==> config.mk <==
export PLATFORM = sky130hd
export DESIGN_NAME = alu_late_interlock
export DESIGN_NICKNAME = d
export VERILOG_FILES = /design/src/rtl/alu_ilk_pkg.sv /design/src/rtl/alu_mode_next.sv /design/src/rtl/src_match.sv /design/src/rtl/hazard_eval.sv /design/src/rtl/alu_late_interlock.sv
export SDC_FILE = /design/constraint.sdc
export NUM_CORES = 1
export LEC_CHECK = 0
export ABC_AREA = 1
export BUFFER_PORTS_ARGS = -buffer_cell sky130_fd_sc_hd__buf_4
export CORE_AREA = 2 2 39 41
export DETAILED_ROUTE_END_ITERATION = 16
export DIE_AREA = 0 0 41 43
export GPL_ROUTABILITY_DRIVEN = 0
export HOLD_SLACK_MARGIN = 0.08
export PLACE_DENSITY = 0.8
export SYNTH_ARGS = -nofsm -noshare
export SYNTH_HDL_FRONTEND = slang
export SYNTH_SLANG_ARGS = --single-unit
==> constraint.sdc <==
create_clock -name clk -period 2.1 [get_ports clk]
set_clock_uncertainty 0.1 [all_clocks]
set_input_delay 0.105 -clock clk [delete_from_list [all_inputs] [get_ports clk]]
set_output_delay 0.105 -clock clk [all_outputs]
set_load 0.005 [all_outputs]
==> src/rtl/alu_ilk_pkg.sv <==
package alu_ilk_pkg;

    typedef enum logic {
        MODE_NORMAL = 1'b0,
        MODE_LATE   = 1'b1
    } alu_mode_e;

    // pre-decoded class of the issuing instruction
    typedef struct packed {
        logic is_alu;
        logic two_stage;
        logic multi_cycle;
        logic long_shift;
        logic move_src;
        logic mul_src;
        logic cc_use;
    } iclass_t;

endpackage

==> src/rtl/alu_mode_next.sv <==
module alu_mode_next
    import alu_ilk_pkg::*;
(
    input  alu_mode_e cur_mode,
    input  iclass_t   icls,
    output alu_mode_e nxt_mode
);
    always_comb begin
        nxt_mode = cur_mode;
        if (!icls.is_alu) begin
            nxt_mode = MODE_NORMAL;
        end else if (icls.long_shift || icls.two_stage) begin
            nxt_mode = MODE_LATE;
        end else if (icls.multi_cycle) begin
            nxt_mode = MODE_NORMAL;
        end
    end
endmodule

==> src/rtl/src_match.sv <==
module src_match #(
    parameter int NUM_SRC = 2,
    parameter int REG_W   = 4
) (
    input  logic [NUM_SRC-1:0]       src_vld,
    input  logic [NUM_SRC*REG_W-1:0] src_ids,
    input  logic                     prod_vld,
    input  logic [REG_W-1:0]         prod_dst,
    output logic                     hit
);
    logic [NUM_SRC-1:0] hit_vec;

    for (genvar g = 0; g < NUM_SRC; g++) begin : g_cmp
        assign hit_vec[g] = src_vld[g] && prod_vld &&
                            (src_ids[g*REG_W +: REG_W] == prod_dst);
    end

    assign hit = |hit_vec;
endmodule

==> src/rtl/hazard_eval.sv <==
module hazard_eval
    import alu_ilk_pkg::*;
(
    input  logic    in_valid,
    input  logic    advance,
    input  logic    prod_late,
    input  logic    reg_hit,
    input  iclass_t icls,
    output logic    stall
);
    logic move_dep;
    logic mul_dep;
    logic cc_dep;

    always_comb begin
        move_dep = icls.move_src && reg_hit;
        mul_dep  = icls.two_stage && icls.mul_src && reg_hit;
        cc_dep   = icls.cc_use;
        stall    = in_valid && advance && prod_late &&
                   (move_dep || mul_dep || cc_dep);
    end
endmodule

==> src/rtl/alu_late_interlock.sv <==
module alu_late_interlock
    import alu_ilk_pkg::*;
#(
    parameter int NUM_SRC = 2,
    parameter int REG_W   = 4
) (
    input  logic                     clk,
    input  logic                     rst_n,
    input  logic                     in_valid,
    input  logic                     advance,
    input  logic                     op_alu,
    input  logic                     op_two_stage,
    input  logic                     op_multi_cycle,
    input  logic                     op_long_shift,
    input  logic                     use_move_src,
    input  logic                     use_mul_src,
    input  logic                     use_cc,
    input  logic [NUM_SRC-1:0]       src_vld,
    input  logic [NUM_SRC*REG_W-1:0] src_ids,
    input  logic                     dst_vld,
    input  logic [REG_W-1:0]         dst_id,
    output logic                     stall,
    output logic                     alu_late
);
    typedef struct packed {
        alu_mode_e        mode;
        logic             prod_late;
        logic             prod_vld;
        logic [REG_W-1:0] prod_dst;
    } ilk_state_t;

    ilk_state_t st_d, st_q;
    iclass_t    icls;
    alu_mode_e  mode_nx;
    logic       reg_hit;

    assign icls = '{is_alu:      op_alu,
                    two_stage:   op_two_stage,
                    multi_cycle: op_multi_cycle,
                    long_shift:  op_long_shift,
                    move_src:    use_move_src,
                    mul_src:     use_mul_src,
                    cc_use:      use_cc};

    alu_mode_next u_mode_nx (
        .cur_mode (st_q.mode),
        .icls     (icls),
        .nxt_mode (mode_nx)
    );

    src_match #(.NUM_SRC(NUM_SRC), .REG_W(REG_W)) u_match (
        .src_vld  (src_vld),
        .src_ids  (src_ids),
        .prod_vld (st_q.prod_vld),
        .prod_dst (st_q.prod_dst),
        .hit      (reg_hit)
    );

    hazard_eval u_haz (
        .in_valid  (in_valid),
        .advance   (advance),
        .prod_late (st_q.prod_late),
        .reg_hit   (reg_hit),
        .icls      (icls),
        .stall     (stall)
    );

    always_comb begin
        st_d = st_q;
        if (advance) begin
            if (stall) begin
                // the stall cycle acts as the gap that resolves the hazard
                st_d.prod_late = 1'b0;
            end else if (in_valid) begin
                st_d.mode      = mode_nx;
                st_d.prod_late = op_alu && (mode_nx == MODE_LATE);
                st_d.prod_vld  = dst_vld;
                st_d.prod_dst  = dst_id;
            end else begin
                st_d.prod_late = 1'b0;
            end
        end
    end

    always_ff @(posedge clk or negedge rst_n) begin
        if (!rst_n) begin
            st_q <= '0;
        end else begin
            st_q <= st_d;
        end
    end

    assign alu_late = (st_q.mode == MODE_LATE);
endmodule

==> out/qor.txt, run 1 <==
first-pass GRT wire length -> 2010 um
Syn Std Cell Area -> 495 um^2
unrepaired setup endpoints after global routing -> false
Final Instance Area -> 815 um^2
f_max -> 603 MHz
Synth Warn # -> 0
CTS buffer count -> 3
largest net degree at the start of global routing -> 9
total power -> 0.000415 W
Worst Path Required -> 1890 ps
clk buf depth -> 2
core area -> 0.00138 mm^2
Die Footprint -> 0.00176 mm^2
1st-pass router iterations -> 4
Post-Syn Nets -> 107
CTS tree -> yes
width of the die -> 41 um
#FFs+latches synth -> 7
Via density -> 4.47
final hold vios -> 0
ys async rst share -> 1.00
clk slew on worst S/H paths -> 50 ps
Power Dens Cells -> 510 mW/mm^2
Layout area overhead -> 64.4%
Die Span Y -> 43 um
setup violators final -> 0
final core utilization -> 0.589
port bufs -> 27
Post-DRT Antenna Nets -> 0
CP arrival -> 1450 ps
Main synth FF type -> dfrtp_1
vias in the first global route -> 532
CP startpoint kind -> flop
CTS H-tree lvls -> 1
Sink Count -> 7
Mean Syn Cell Area -> 6.12 um^2
layout cells sized above 1 -> 0.286
Cells after Synth -> 81
Clk Latency, worst-skew pair -> 250 ps
EDFF count, synth -> 0
Total Routing Usage GR -> 0.168
critical path type -> flop to primary output
Crit. End Element -> primary output
Tcrit/Tclk final -> 0.789
Synth cell types -> 12
1st-iter DRT viols -> 1
largest driver fanout on the critical path -> 8
Layout Nets -> 146
Pleak -> 0.501 nW
maxcap violations -> 0
VDD IR max -> 0.389 mV
HPWL after DPL -> 1020 um
routed via count -> 603
max-slew violations -> 0
number of top-level pins -> 28
Synth area leader -> dfrtp_1
Commonest cells post-synth -> 35 x nand2_1, 15 x inv_1, 9 x nand3_1, 7 x dfrtp_1, 7 x nor2_1
grt total ovfl -> 0
final setup TNS -> 0 ps
Antenna diodes -> 0
min cycle time layout -> 1660 ps
row count -> 14
Min-Delay Path Class -> input port to async pin
drt drc -> 0
top-area cell type share of the netlist area -> 0.354
initial antenna violation count -> 0
wire per inst -> 9.25 um
status -> finished, final reports clean
most frequent cell after synthesis -> nand2_1
WHS -> 96.6 ps
actual slew at the worst max-slew pin -> 237 ps
area post-placement -> 718 um^2
largest cells by area after synthesis -> dfrtp_1 35%, nand2_1 27%, inv_1 11%, nand3_1 9.1%, nor2_1 5.3%
post-synthesis sequential area ratio -> 0.354
post-CTS sizing -> 0
initial core utilization -> 0.358
WL final -> 1250 um
CTS root buf -> clkbuf_4
slew margin rel. -> 0.842
## per-stage QoR
stage / std cells / setup slack (ps)
finish: 135 / 442
CTS: 135 / 456
global placement: 124 / 739
floorplan: 81 / 836
global route: 135 / 284
detailed placement: 124 / 709
## where the power goes
| part | switching, W | leakage, nW | internal [W] |
|---|---|---|---|
| combinational | 0.0000569 | 0.398 | 0.0000697 |
| sequential | 0.0000158 | 0.0878 | 0.000153 |
| clock | 0.0000474 | 0.0150 | 0.0000724 |
## worst max-delay path, stage by stage, from the launching register on
cell and delay (ps):
dfrtp_1 390, inv_1 80, nand2_1 60, nand3_1 70, nor2_1 90, nand2_1 60, nand2_1 60, nand2_1 50
nand2_2 70, nand2_4 80, inv_1 80, buf_4 110
## flip-flops by register name, indices dropped and copies added, names as in the netlist
| name | cells |
|---|---|
| alu_late | 1 |
| st_q | 6 |
## cell families (layout without fill, tap and decap cells)
family | after synthesis | after routing | synth area share
compound gates | 4 | 4 | 0.0530
buf+inv | 15 | 53 | 0.114
flops | 7 | 7 | 0.354
simple gates | 55 | 55 | 0.480
## layer usage
layer	wire, um	share of wire	GRT usage	vias to the layer above
met2	676	0.54	0.281	19
met1	478	0.38	0.187	258
li1	-	-	-	321
met3	69	0.055	0.0262	5
met4	25	0.020	0.0933	0
met5	0	0	0	-
## cell usage in the layout, fill, tap and decap left out, drive strengths merged
master       instances
nor2                 7
nand2               38
a21oi                1
or2                  1
dfrtp                7
clkbuf               4
inv                 15
nand3                9
o31a                 1
buf                 27
dlygate4sd3          7
a21o                 1
o21ai                1
## final timing paths
path                       startpoint       to  slack [ps]  cells after the start
max in group asynchronous       rst_n  st_q[0]        1680                      2
min in group clk               op_alu  st_q[5]         150                      4
max                           st_q[0]    stall         440                     11
max reg2reg                   st_q[0]  st_q[1]         710                     12
min reg2reg                   st_q[1]  st_q[1]         410                      2
min                             rst_n  st_q[5]         100                      2
## what timing repair did
action / in CTS / in global routing
setup endpoints to repair: 0 / 0
endpoints found under the hold margin: 13 / 0
hold buffers: 7 / 0
buffers inserted: 0 / 0
## layout make-up
cell class / instances / area, um^2
Multi-Input combinational cell: 59 / 264
Sequential cell: 7 / 175
Clock buffer: 4 / 26.3
Inverter: 15 / 56.3
Timing Repair Buffer: 34 / 273
Tap cell: 16 / 20.0
Fill cell: 146 / 569
Power figures use the tool's default switching activity.
==> inputs of run 2 (changes only) <==
==> constraint.sdc (replaced) <==
create_clock -name clk -period 1.65 [get_ports clk]
set_clock_uncertainty 0.1 [all_clocks]
set_input_delay 0.0825 -clock clk [delete_from_list [all_inputs] [get_ports clk]]
set_output_delay 0.0825 -clock clk [all_outputs]
set_load 0.005 [all_outputs]
==> run 2 against run 1 <==
  * Sequential power grew 27%
  * Setup slack worse by 370 ps
  * Largest cell class unchanged
  * Die area unchanged
  * Critical endpoint unchanged
  * Wire length increased by 5.9%
  * Register-to-register slack got worse by 540 ps
  * Critical path type unchanged
  * Flip-flop and latch count unchanged
  * Critical path depth is the same
  * Clock power rose by 25%
  * Worst hold slack improved by 33 ps
==> out/qor.txt, run 2 (synthesis gave the netlist of run 1 again) <==
HPWL after DPL -> 1010 um
WL final -> 1320 um
Antenna diodes -> 0
slew margin rel. -> 0.833
Sink Count -> 7
Layout area overhead -> 76.8%
1st-iter DRT viols -> 16
critical path type -> flop to primary output
VDD IR max -> 0.494 mV
number of top-level pins -> 28
final hold vios -> 0
flop-to-flop setup slack -> 170 ps
fillers -> 138
CP arrival -> 1390 ps
Pleak -> 0.530 nW
f_max -> 634 MHz
leading cell type in the layout, fill and taps excluded -> nand2_1
final setup TNS -> 0 ps
CTS tree -> yes
actual slew at the worst max-slew pin -> 250 ps
largest driver fanout on the critical path -> 5
Die Footprint -> 0.00176 mm^2
CTS buffer count -> 3
initial antenna violation count -> 0
grt total ovfl -> 0
width of the die -> 41 um
CTS root buf -> clkbuf_4
Post-DRT Antenna Nets -> 0
max reg flops -> 6
Reg2Reg Depth -> 12
commonest non-fill, non-tap cells in the layout -> 35 x nand2_1, 31 x buf_4, 12 x inv_1
Die Span Y -> 43 um
Layout Nets -> 153
layout cells sized above 1 -> 0.333
setup violators final -> 0
largest net degree at the start of global routing -> 9
initial core utilization -> 0.358
drt drc -> 0
first-pass GRT wire length -> 1950 um
status -> finished, final reports clean
wire per inst -> 9.32 um
vias in the first global route -> 526
hold path cells -> 4
footprint of the multi-input gates -> 264 um^2
Min-Delay Path Class -> input port to flop
maxcap violations -> 0
Power Dens Cells -> 626 mW/mm^2
unrepaired setup endpoints after global routing -> true
Total Routing Usage GR -> 0.163
1st-pass router iterations -> 4
port bufs -> 27
Clk Latency, worst-skew pair -> 240 ps
CP startpoint kind -> flop
Sequential Area -> 175 um^2
min cycle time layout -> 1580 ps
Crit. End Element -> primary output
max-slew violations -> 0
core area -> 0.00138 mm^2
Via density -> 4.37
clk slew on worst S/H paths -> 50 ps
Tcrit/Tclk final -> 0.956
clk buf depth -> 2
row count -> 14
routed via count -> 621
CTS H-tree lvls -> 1
final core utilization -> 0.633
Worst Path Required -> 1470 ps
Top reg by flops -> st_q
-- run 2: path summary, 6_finish.rpt --
path,from,to
hold / removal,op_alu,alu_late
setup reg to reg,st_q[0],st_q[0]
max in group asynchronous,rst_n,alu_late
setup / recovery,st_q[0],stall
hold reg to reg,st_q[1],st_q[1]
min in group asynchronous,rst_n,st_q[0]
-- run 2: per-stage QoR --
stage | area [um^2] | std cells | hold WS (ps) | total power [W] | worst slack [ps]
final | 876 | 142 | 129 | 0.000548 | 72.9
after global routing | 876 | 142 | 132 | 0.000588 | -50.3
after CTS | 835 | 137 | 127 | 0.000534 | 32.8
after detailed placement | 718 | 124 | -200 | 0.000366 | 261
after global placement | 718 | 124 | -203 | 0.000360 | 289
after floorplan | 495 | 81 | -313 | 0.000289 | 386
-- run 2: critical path, cell delays in order, from the launching register on --
cell and delay [ps]:
dfrtp_1 400, inv_2 50, nand2_1 50, nand3_1 60, nor2_1 120, nand2_1 60, nand2_1 50, nand2_1 50
nand2_2 80, nand2_4 70, inv_2 70, buf_6 90
-- run 2: layout make-up --
cell class,count,area share
flip-flops and latches,7,0.200
repair buffers,41,0.381
well taps,16,0.0229
multi-input cells,59,0.301
clock buffers,4,0.0300
inverters,15,0.0643
-- run 2: what timing repair did --
action | 4_1_cts | 5_1_grt
hold buffers | 9 | 0
setup buffers | 0 | 5
setup endpoints to repair | 0 | 1
endpoints found under the hold margin | 13 | 0
gates resized for setup | 0 | 4
-- run 2: power breakdown --
part,internal [W],switching (W),total (W)
clock network,0.0000919,0.0000581,0.000150
logic,0.000105,0.0000777,0.000183
registers,0.000195,0.0000205,0.000215
-- run 2: per-layer routing --
metal  GRT usage  part of all wire
met5           0                 0
met4      0.0800            0.0045
met3      0.0262             0.054
met2       0.278              0.55
met1       0.181              0.39
==> inputs of run 3 (changes only) <==
==> constraint.sdc (replaced) <==
create_clock -name clk -period 1.65 [get_ports clk]
set_clock_uncertainty 0.1 [all_clocks]
set_input_delay 0.33 -clock clk [delete_from_list [all_inputs] [get_ports clk]]
set_output_delay 0.33 -clock clk [all_outputs]
set_load 0.005 [all_outputs]
==> run 3 against run 2 <==
  * The flow now finishes with violations (setup timing)
  * Critical path depth is the same
  * Setup slack got worse by 190 ps
  * Register-to-register slack is essentially flat
  * Non-clock buffer count decreased by 6
  * Fmax shrank 11%
  * Wire length fell by 9.5%
  * Cell count is 4.2% lower
  * Flip-flop and latch count stayed put
  * Global-route usage increased by 0.20 points
  * Critical endpoint unchanged
==> out/qor.txt, run 3 (synthesis gave the netlist of run 1 again) <==
port bufs -> 27
met1 GRT Util -> 0.191
actual slew at the worst max-slew pin -> 235 ps
number of top-level pins -> 28
Die Span Y -> 43 um
Sink Count -> 7
setup ws final -> -114 ps
Setup crit end -> stall
largest net degree at the start of global routing -> 8
Die Footprint -> 0.00176 mm^2
leading cell type in the layout, fill and taps excluded -> nand2_1
CP max stage delay -> 390 ps
CTS H-tree lvls -> 1
largest driver fanout on the critical path -> 4
VDD IR max -> 0.423 mV
unrepaired setup endpoints after global routing -> true
grt total ovfl -> 0
initial antenna violation count -> 0
CTS tree -> yes
layout cells sized above 1 -> 0.375
first-pass GRT wire length -> 1890 um
CP max-delay cell -> dfrtp_1
WL final -> 1200 um
vias in the first global route -> 503
Worst Path Required -> 1220 ps
CTS buffer count -> 3
setup violators final -> 1
sw power -> 0.000161 W
drt drc -> 0
GR met2 Demand/Resource -> 0.253
Worst R2R End -> st_q[0]
r2r startpoint -> st_q[3]
width of the die -> 41 um
Antenna diodes -> 0
initial core utilization -> 0.358
most used routing layer -> met2
CTS root buf -> clkbuf_4
status -> finished, violations left
routed via count -> 590
WHS -> 201 ps
Via density -> 4.34
clock share of power -> 0.285
failing checks -> setup timing
CP startpoint kind -> flop
switch share -> 0.291
Layout area overhead -> 63.6%
Post-DRT Antenna Nets -> 0
HPWL after DPL -> 951 um
clk slew on worst S/H paths -> 50 ps
crit path cell chain -> inv_1, nand2_1, nand2_1, nor2_1, nand3_1, nand2_1, nand2_1, nand2_2, nand2_4, inv_2, buf_6
max-slew violations -> 0
row count -> 14
Crit. End Element -> primary output
Top reg by flops -> st_q
1st-pass router iterations -> 4
CP startpoint -> st_q[3]
core area -> 0.00138 mm^2
clk buf depth -> 2
min cycle time layout -> 1760 ps
M3 GR Usage -> 0.0314
Power Dens Cells -> 682 mW/mm^2
maxcap violations -> 0
commonest non-fill, non-tap cells in the layout -> 35 x nand2_1, 33 x buf_4, 11 x inv_1
1st-iter DRT viols -> 4
Comb pwr share -> 0.326
most used cell, CP -> nand2_1
Min-Delay Path Class -> input port to flop
CP arrival -> 1330 ps
final core utilization -> 0.586
Reg2Reg Depth -> 13
final setup TNS -> -114 ps
final hold vios -> 0
flop-to-flop setup slack -> 180 ps
critical path type -> flop to primary output
Tcrit/Tclk final -> 1.07
wire per inst -> 8.80 um
Pleak -> 0.506 nW
slew margin rel. -> 0.843
Hold Crit Start -> dst_id[2]
Clk Latency, worst-skew pair -> 260 ps
Total Routing Usage GR -> 0.165
Place WS -> 127 ps
sequential power share -> 0.389
f_max -> 567 MHz
Placed Cells -> 125
Layout Nets -> 147
hold path cells -> 3
Finished Layout Cells -> 136
max reg flops -> 6
cell internal pwr -> 0.000392 W
-- run 3: changes by cell type in the layout (fill, tap and decap cells not counted), sizes merged --
cell	change
dlygate4sd3	-8
buf	+2
-- run 3: cell type report --
class | instances | area, um^2
inverter | 15 | 56.3
sequential | 7 | 175
clock buffer | 4 | 26.3
timing repair buffer | 35 | 269
tap | 16 | 20.0
fill | 142 | 573
multi-input combinational | 59 | 264
-- run 3: metrics by stage --
stage | power [W] | cell area (um^2)
after global routing | 0.000590 | 811
after floorplan | 0.000289 | 495
after global placement | 0.000359 | 726
after CTS | 0.000538 | 785
after detailed placement | 0.000364 | 726
final | 0.000553 | 811
-- run 3: per-layer routing --
layer  share of wire  wire length [um]
met5               0                 0
met2            0.52               625
met3           0.056                67
met4           0.035                42
met1            0.38               460
-- run 3: what timing repair did --
action | 4_1_cts | 5_1_grt
hold buffers | 1 | 0
pin swaps | 0 | 2
hold endpoints to repair | 7 | 0
endpoints found under the setup margin | 1 | 1
gates resized for setup | 2 | 3
buffers inserted | 3 | 3
-- run 3: power groups by stage --
| stage | clock network (W) | registers [W] | logic (W) |
|---|---|---|---|
| after global placement | 0 | 0.000215 | 0.000144 |
| after CTS | 0.000159 | 0.000214 | 0.000165 |
| after global routing | 0.000165 | 0.000219 | 0.000206 |
| final | 0.000158 | 0.000215 | 0.000180 |
| after detailed placement | 0 | 0.000216 | 0.000147 |
| after floorplan | 0 | 0.000212 | 0.0000778 |
-- run 3: worst max-delay path: cells and delay by family, from the launching register on --
| family | cells | cell delay [ps] |
|---|---|---|
| AND/OR/NAND/NOR | 8 | 500 |
| flip-flops | 1 | 390 |
| buffers and inverters | 3 | 200 |
-- run 3: how the worst min path moves through the flow --
stage	endpoint	slack, ps
3_5_place_dp	st_q[5]	50
2_1_floorplan	alu_late	-70
4_1_cts	st_q[2]	200
5_1_grt	st_q[2]	230
3_3_place_gp	st_q[5]	40
6_report	st_q[2]	200
